<file path="src/rtl/rt_pkg.sv">
package rt_pkg;
    typedef enum logic [1:0] {
        TS_STOP = 2'd0,
        TS_ARM  = 2'd1,
        TS_RUN  = 2'd2
    } tmr_state_e;

    typedef enum logic {
        SRC_INT = 1'b0,
        SRC_EXT = 1'b1
    } src_sel_e;
endpackage

</file>
<file path="src/rtl/rt_sync.sv">
module rt_sync #(
    parameter int STAGES = 2
) (
    input  logic clk,
    input  logic rst_n,
    input  logic d,
    output logic q
);
    logic [STAGES-1:0] chain_q;

    generate
        for (genvar i = 0; i < STAGES; i++) begin : g_stage
            if (i == 0) begin : g_first
                always_ff @(posedge clk or negedge rst_n) begin
                    if (!rst_n) chain_q[0] <= 1'b0;
                    else        chain_q[0] <= d;
                end
            end else begin : g_next
                always_ff @(posedge clk or negedge rst_n) begin
                    if (!rst_n) chain_q[i] <= 1'b0;
                    else        chain_q[i] <= chain_q[i-1];
                end
            end
        end
    endgenerate

    assign q = chain_q[STAGES-1];
endmodule

</file>
<file path="src/rtl/rt_edge_sel.sv">
module rt_edge_sel #(
    parameter int SYNC_STAGES = 2
) (
    input  logic             clk,
    input  logic             rst_n,
    input  logic             src_int,
    input  logic             src_ext,
    input  rt_pkg::src_sel_e sel,
    output logic             edge_o
);
    import rt_pkg::*;

    logic int_q, int_prev;
    logic ext_s, ext_prev;

    always_ff @(posedge clk or negedge rst_n) begin
        if (!rst_n) begin
            int_q    <= 1'b0;
            int_prev <= 1'b0;
            ext_prev <= 1'b0;
        end else begin
            int_q    <= src_int;
            int_prev <= int_q;
            ext_prev <= ext_s;
        end
    end

    rt_sync #(.STAGES(SYNC_STAGES)) ext_sync_i (
        .clk  (clk),
        .rst_n(rst_n),
        .d    (src_ext),
        .q    (ext_s)
    );

    always_comb begin
        unique case (sel)
            SRC_INT: edge_o = int_q & ~int_prev;
            SRC_EXT: edge_o = ext_prev & ~ext_s;
            default: edge_o = 1'b0;
        endcase
    end
endmodule

</file>
<file path="src/rtl/rt_ctrl_fsm.sv">
module rt_ctrl_fsm (
    input  logic               clk,
    input  logic               rst_n,
    input  logic               run_wr,
    input  logic               run_val,
    output rt_pkg::tmr_state_e state_o,
    output logic               running_o,
    output logic               count_en_o
);
    import rt_pkg::*;

    tmr_state_e state_q, state_d;

    always_ff @(posedge clk or negedge rst_n) begin
        if (!rst_n) state_q <= TS_STOP;
        else        state_q <= state_d;
    end

    always_comb begin
        state_d = state_q;
        unique case (state_q)
            TS_STOP: if (run_wr && run_val)  state_d = TS_ARM;   // START
            TS_ARM:  if (run_wr && !run_val) state_d = TS_STOP;  // HALT
                     else                    state_d = TS_RUN;   // SETTLE
            TS_RUN:  if (run_wr && !run_val) state_d = TS_STOP;  // HALT
            default:                         state_d = TS_STOP;
        endcase
    end

    always_comb begin
        running_o  = 1'b0;
        count_en_o = 1'b0;
        unique case (state_q)
            TS_STOP: ;
            TS_ARM:  running_o = 1'b1;
            TS_RUN: begin
                running_o  = 1'b1;
                count_en_o = 1'b1;
            end
            default: ;
        endcase
    end

    assign state_o = state_q;
endmodule

</file>
<file path="src/rtl/reload_timer.sv">
module reload_timer #(
    parameter int WIDTH       = 8,
    parameter int SYNC_STAGES = 2
) (
    input  logic             clk,
    input  logic             rst_n,
    input  logic             src_int,
    input  logic             src_ext,
    input  logic             run_wr,
    input  logic             run_val,
    input  logic             sel_wr,
    input  logic             sel_val,
    input  logic             rld_wr,
    input  logic [WIDTH-1:0] rld_data,
    input  logic             cnt_wr,
    input  logic [WIDTH-1:0] cnt_data,
    output logic [WIDTH-1:0] rd_data,
    output logic             running,
    output logic             underflow
);
    import rt_pkg::*;

    localparam logic [WIDTH-1:0] CNT_ZERO = '0;
    localparam logic [WIDTH-1:0] CNT_ONE  = WIDTH'(1);

    tmr_state_e       state;
    src_sel_e         sel_q;
    logic             count_en, src_edge, stop_req;
    logic [WIDTH-1:0] count_q, reload_q;
    logic             uf_q;

    rt_ctrl_fsm fsm_i (
        .clk       (clk),
        .rst_n     (rst_n),
        .run_wr    (run_wr),
        .run_val   (run_val),
        .state_o   (state),
        .running_o (running),
        .count_en_o(count_en)
    );

    rt_edge_sel #(.SYNC_STAGES(SYNC_STAGES)) edge_i (
        .clk    (clk),
        .rst_n  (rst_n),
        .src_int(src_int),
        .src_ext(src_ext),
        .sel    (sel_q),
        .edge_o (src_edge)
    );

    assign stop_req = run_wr && !run_val;

    always_ff @(posedge clk or negedge rst_n) begin
        if (!rst_n) begin
            count_q  <= CNT_ZERO;
            reload_q <= CNT_ZERO;
            sel_q    <= SRC_INT;
            uf_q     <= 1'b0;
        end else begin
            uf_q <= 1'b0;
            if (rld_wr) reload_q <= rld_data;
            if (!running && sel_wr) sel_q <= src_sel_e'(sel_val);
            if (!running && cnt_wr) begin
                count_q <= cnt_data;
            end else if (count_en && src_edge && !stop_req) begin
                if (count_q == CNT_ZERO) begin
                    uf_q    <= 1'b1;
                    count_q <= rld_wr ? rld_data : reload_q;
                end else begin
                    count_q <= count_q - CNT_ONE;
                end
            end
        end
    end

    assign underflow = uf_q;
    assign rd_data   = running ? CNT_ZERO : count_q;
endmodule

</file>
<file path="config.mk">
export PLATFORM = sky130hd
export DESIGN_NAME = reload_timer
export DESIGN_NICKNAME = d
export VERILOG_FILES = /design/src/rtl/rt_pkg.sv /design/src/rtl/rt_sync.sv /design/src/rtl/rt_edge_sel.sv /design/src/rtl/rt_ctrl_fsm.sv /design/src/rtl/reload_timer.sv
export SDC_FILE = /design/constraint.sdc
export NUM_CORES = 1
export LEC_CHECK = 0
export ABC_AREA = 1
export ABC_CLOCK_PERIOD_IN_PS = 2200
export BUFFER_PORTS_ARGS = -buffer_cell sky130_fd_sc_hd__buf_4
export CORE_MARGIN = 1
export CORE_UTILIZATION = 55
export DETAILED_ROUTE_END_ITERATION = 12
export PLACE_DENSITY = 0.79
export SYNTH_ARGS = -nofsm -noshare
export SYNTH_HDL_FRONTEND = slang
export SYNTH_SLANG_ARGS = --single-unit
</file>
<file path="constraint.sdc">
create_clock -name clk -period 2.2 [get_ports clk]
set_input_delay 0 -clock clk [delete_from_list [all_inputs] [get_ports clk]]
set_output_delay 0 -clock clk [all_outputs]
set_load 0.02 [all_outputs]
</file>
Word level (Yosys, flattened, before mapping):

Cells that the tools add are included.

* add/sub/neg operators: 1
* eq/ne operators: 4
* muxes and demuxes: 15
* bitwise logic cells: 5
* reduce and logical (&&, ||, !) cells: 14

Operator list (number)
* $mux W8: 5
* $logic_not A8 Y1: 1
* $sub A8 B1 Y8 const B: 1
* $logic_and A1 B1 Y1: 6
* $mux W2: 3
* $pmux W2 S3: 1
* $mux W1: 5
* $logic_not A1 Y1: 3
* $not A1 Y1: 3
* $and A1 B1 Y1: 2
* $eq A2 B1 Y1 const B: 1
* $eq A2 B2 Y1 const B: 1
* $logic_not A2 Y1: 1
* $ne A2 B1 Y1 const B: 1
* $ne A2 B2 Y1 const B: 1
* $pmux W1 S2: 1
* $reduce_and A2 Y1: 1
* $reduce_bool A2 Y1: 1
* $reduce_or A2 Y1: 1

* bits in registers: 25
* word-level logic and storage cells: 49

Depth between registers and ports, before layout:

* depth in word-level cells: 7
* depth in mapped cells: 10
* gate-level depth less buffers: 10

By module:

A second synthesis with hierarchy kept.

* cell total of the unflattened synthesis: 192
* area, all modules: 1485.2 µm²

By module, submodules not included
* reload_timer: seq. area each 450.4 µm², times used 1, cells each 160, area an instance 1159.9 µm²
* rt_ctrl_fsm: seq. area each 50.0 µm², times used 1, cells each 21, area an instance 170.2 µm²
* rt_edge_sel: seq. area each 75.1 µm², times used 1, cells each 9, area an instance 105.1 µm²
* rt_sync: seq. area each 50.0 µm², times used 1, cells each 2, area an instance 50.0 µm²

Least setup slack after synthesis:

Ideal clock, no wire load.

* path type: reg-to-reg
* start: register fsm_i.state_q[0] (netlist: fsm_i.state_o[0])
* end: register count_q[0]
* library setup time: 0.122 ns
* arrival time: 1.441 ns
* cell stages (with the launch flop): 10
* path buffers: 1
* data required time: 2.078 ns
* path slack: 0.637 ns
* cell sequence: dfrtp_1 -> inv_1 -> ha_1 -> buf_4 -> inv_2 -> nand2_4 -> inv_2 -> nor2_8 -> nand2_1 -> nand3_2

* cells in the longest elaborated chain, start to end: 6
* elaborated cells on any way between the ends: 11
* those cells by class: eq/ne: 2; mux: 3; reduce/logical: 6

Ends and longest elaborated chain
* start: declaration: line rt_ctrl_fsm.sv:12 `tmr_state_e state_q, state_d;`
* start signal: assignment: line rt_ctrl_fsm.sv:16 `else state_q <= state_d;`
* $eq A2 B1 Y1 or $eq A2 B2 Y1 (tied branches): line rt_ctrl_fsm.sv:33 `unique case (state_q)`
* $reduce_or A2 Y1 (no source line) (*)
* $mux W1 (*): line rt_ctrl_fsm.sv:33
* net running: line reload_timer.sv:18 `output logic running,`
* $logic_not A1 Y1 (*): line reload_timer.sv:63 `if (!running && cnt_wr) begin`
* $logic_and A1 B1 Y1 (*): line reload_timer.sv:63
* $mux W8 or $reduce_bool A2 Y1 (tied branches)
* end signal: assignment: line reload_timer.sv:64 `count_q <= cnt_data;`
* end signal: assignment: line reload_timer.sv:68 `count_q <= rld_wr ? rld_data : reload_q;`
* end signal: assignment: line reload_timer.sv:70 `count_q <= count_q - CNT_ONE;`
* end: declaration: line reload_timer.sv:29 `logic [WIDTH-1:0] count_q, reload_q;`

The timed path passes the listed nets; every way through them passes the cells marked *.
A chain may end at the register's enable or synchronous reset.

Worst setup path in the final report:

* start: register fsm_i.state_q[1] (netlist: fsm_i.state_o[1])
* end: register sel_q

* cells in the longest elaborated chain, start to end: 5
* elaborated cells on any way between the ends: 6
* those cells by class: eq/ne: 2; mux: 1; reduce/logical: 3

Ends and longest elaborated chain
* $eq A2 B1 Y1 or $eq A2 B2 Y1 (tied branches): line rt_ctrl_fsm.sv:33
* $reduce_or A2 Y1 (no source line) (*)
* $mux W1 (*): line rt_ctrl_fsm.sv:33
* $logic_not A1 Y1 (*): line reload_timer.sv:62 `if (!running && sel_wr) sel_q <= src_sel_e'(sel_val);`
* $logic_and A1 B1 Y1 (*): line reload_timer.sv:62
* end signal: assignment: line reload_timer.sv:62
* end: declaration: line reload_timer.sv:27 `src_sel_e sel_q;`

Mark *: on every way between the ends. The rest lies on a longest branch, timed or not.

==> key figures <==
Yosys
  – Fraction of registers with async set/reset: 1.00
  – Post-Syn Instances: 206
  – Synth unique cells: 22
  – Seq cells post-synth: 25
  – Cell taking the most area after synthesis: dfrtp_1
  – Top cells by area, synth: dfrtp_1, nand2_1, nand3_1, inv_1, nor2_1
  – Synth Flop Type: dfrtp_1
  – Synthesis Warnings: 0
  – Synth cell count leaders: nand2_1, inv_1, dfrtp_1, nand3_1, nor2_1
  – Syn nets: 237
  – Post-synthesis average cell area: 7.38 µm²
  – Post-synthesis cell area: 0.00152 mm²
  – Yosys top cell area share: 0.412
  – Register area share after synthesis: 0.412
  – Count leader, synth: nand2_1
  – Post-synth EDFFs: 0

Placement
  – PortBufs: 35
  – Post-DP HPWL: 2500 µm
  – Routability cong.: 0.926
  – Pre-CTS WS: 0.544 ns

Clock network
  – Clk_lat worst skew: 0.32 ns
  – Longest Clk Path Bufs: 2
  – CTS tree: yes
  – Total CTS buffers: 3
  – TritonCTS Sinks: 25
  – Clk slew on worst S/H paths: 0.14 ns
  – H-tree level count: 1
  – Hold_buf cts: 19
  – CTS root buffer: clkbuf_4
  – Postcts setup bufs: 0
  – # resized after CTS: 0

Global routing
  – Largest net degree at the start of global routing: 26
  – All-Layer GR Usage: 0.275
  – Initial antenna violation count: 0
  – First-pass GRT wire length: 5660 µm
  – Vias in the first global route: 1,303
  – Grt total ovfl: 0

Timing
  – Post-route clock period utilization: 0.855
  – Final Hold Slack: -0.00350 ns
  – Fin. Hold Viols: 1
  – Setup TNS: 0 ns
  – Final clock skew: 0.00421 ns
  – Fin crit period: 1.88 ns
  – Final Max Slew Viols: 0
  – RSZ-0062 raised after global routing: no
  – Final count of negative-setup-slack endpoints: 0
  – Slew HR: 0.695
  – Achievable Freq: 0.531 GHz
  – Slew @ Worst Pin: 0.453 ns
  – Slack of the critical path: 0.318 ns

Pwr
  – Internal power: 1.15 mW
  – Cell Pwr Density: 1130 mW/mm²
  – Pleak: 1.12 nW
  – Switching share of power: 0.495
  – Clock share of power: 0.093
  – Worst IR Drop VDD: 0.855 mV
  – Sw power: 1.13 mW
  – Reg power frac: 0.302
  – Logic pwr share: 0.605

Outcome
  – Outcome: complete, but fails checks
  – Failing checks: negative hold slack

Worst hold path
  – Worst hold path type: input pin to flip-flop
  – Hold path cells: 4

Floorplan
  – Chip width: 54.6 µm
  – Die H: 54.6 µm
  – Io pins: 36
  – Total core area: 0.00254 mm²
  – Die Area: 0.00298 mm²
  – Initial Util: 0.597
  – Core Rows: 18

Critical path
  – CP max stage delay: 0.54 ns
  – Reg2Reg Setup Slack: 0.32 ns
  – Crit path launch: fsm_i.state_o[1]
  – Largest delay contributor family on the critical path: buffers and inverters
  – Critical Path RT: 2.47 ns
  – CP Capture Type: flip-flop
  – Worst reg2reg startpoint: fsm_i.state_o[1]
  – Crit path capture: sel_q
  – Worst path bufs/invs: 3
  – Crit path max fanout: 10
  – CP max-delay cell: dlygate4sd3_1
  – Critical path depth in cells: 7
  – Crit path launch type: flip-flop
  – Worst path arrival time: 2.15 ns
  – RR Endpoint: sel_q
  – Crit path kind: flip-flop to flip-flop
  – Critical path, cell by cell: inv_1 -> ha_1 -> inv_2 -> nand2_1 -> nor2_1 -> dlygate4sd3_1 -> a21oi_1
  – R2r worst-path depth: 7

Layout
  – # nets final: 293
  – Area Growth Syn to Fin: 32.1%
  – Final core utilization: 0.789
  – Number of antenna diodes: 0
  – Layout cell share with drive strength beyond 1: 0.211

Routing
  – Metal1 wirelength: 1570 µm
  – Wire per inst: 12.5 µm
  – Met3 WL: 178 µm
  – DRC viols: 0
  – TritonRoute pass-1 iters: 4
  – Initial DRC count: 51
  – Routed via count: 1,486
  – Top layer in use: met4
  – Vias per cell: 5.11
  – Post-route ant nets: 0
  – Metal2 WL: 1780 µm
  – WL final: 3620 µm

Run
  – MaxCap Viol Count: 0
## cell families (layout without fill, tap and decap cells)
| logic type | after synthesis | in the layout | synth area share |
|---|---|---|---|
| AND/OR/NAND/NOR | 121 | 121 | 0.378 |
| flip-flops | 25 | 25 | 0.412 |
| buffers and inverters | 41 | 96 | 0.114 |
| XOR/XNOR | 1 | 1 | 0.00576 |
| AO/OA/AOI/OAI | 13 | 13 | 0.0502 |
| adder cells (fa/ha/maj) | 5 | 5 | 0.0412 |
## worst min path at each step
stage / from / end / slack (ns)
detailed placement: rst_n / edge_i.ext_sync_i.chain_q[0] / -0.08
global placement: rst_n / edge_i.ext_sync_i.chain_q[0] / -0.09
CTS: run_wr / fsm_i.state_o[1] / 0.01
finish: run_wr / fsm_i.state_o[1] / -0.004
global route: run_wr / fsm_i.state_o[1] / 0.01
floorplan: rst_n / count_q[0] / -0.30
## state kept, by name, indices dropped and copies added, names as in the netlist
name                       count
edge_i.int_prev                1
edge_i.ext_prev                1
edge_i.int_q                   1
sel_q                          1
fsm_i.state_o                  2
count_q                        8
edge_i.ext_sync_i.chain_q      1
edge_i.ext_sync_i.q            1
reload_q                       8
underflow                      1
## power by group through the flow
| stage | clock network, mW | registers, mW | logic, mW |
|---|---|---|---|
| 2_1_floorplan | 0 | 0.652 | 1.02 |
| 3_3_place_gp | 0 | 0.689 | 1.29 |
| 3_5_place_dp | 0 | 0.696 | 1.33 |
| 4_1_cts | 0.212 | 0.685 | 1.36 |
| 5_1_grt | 0.233 | 0.696 | 1.54 |
| 6_report | 0.212 | 0.687 | 1.38 |
## worst reg2reg max path: cells and delay by family, from the launching register on
family / cells / cell delay [ns]
buffers and inverters: 3 / 0.71
adder cells (fa/ha/maj): 1 / 0.47
flip-flops: 1 / 0.40
AND/OR/NAND/NOR: 2 / 0.14
AO/OA/AOI/OAI: 1 / 0.10
## metal layers
| metal | GRT usage | vias to the layer above |
|---|---|---|
| met3 | 0.0417 | 10 |
| met1 | 0.352 | 668 |
| met5 | 0 | - |
| met2 | 0.465 | 59 |
| met4 | 0.103 | 0 |
| li1 | - | 749 |
## stage by stage
step	instance area (µm²)	cells	total power [mW]	hold slack, ns
after detailed placement	1790	268	2.02	-0.0776
after global placement	1790	268	1.98	-0.0864
after CTS	2010	291	2.26	0.0120
after global routing	2010	291	2.47	0.0140
after floorplan	1520	206	1.67	-0.296
final	2010	291	2.27	-0.00350
## cell usage in the layout (no fill, tap or decap), types with 4 or more instances in the layout
master | netlist | final
buf_4 | 1 | 35
dfrtp_1 | 25 | 25
dlygate4sd3_1 | 0 | 19
ha_1 | 5 | 5
inv_1 | 33 | 33
inv_2 | 4 | 4
nand2_1 | 65 | 65
nand3_1 | 25 | 25
nor2_1 | 18 | 18
o21ai_0 | 11 | 11
## layout make-up
class | count | area [µm²]
inverter | 38 | 143
timing repair buffer | 54 | 453
tap | 30 | 37.5
sequential | 25 | 626
multi-input combinational | 140 | 722
clock buffer | 3 | 22.5
clock inverter | 1 | 5.00
fill | 189 | 537
No activity file was read; power rests on OpenSTA's default activity.
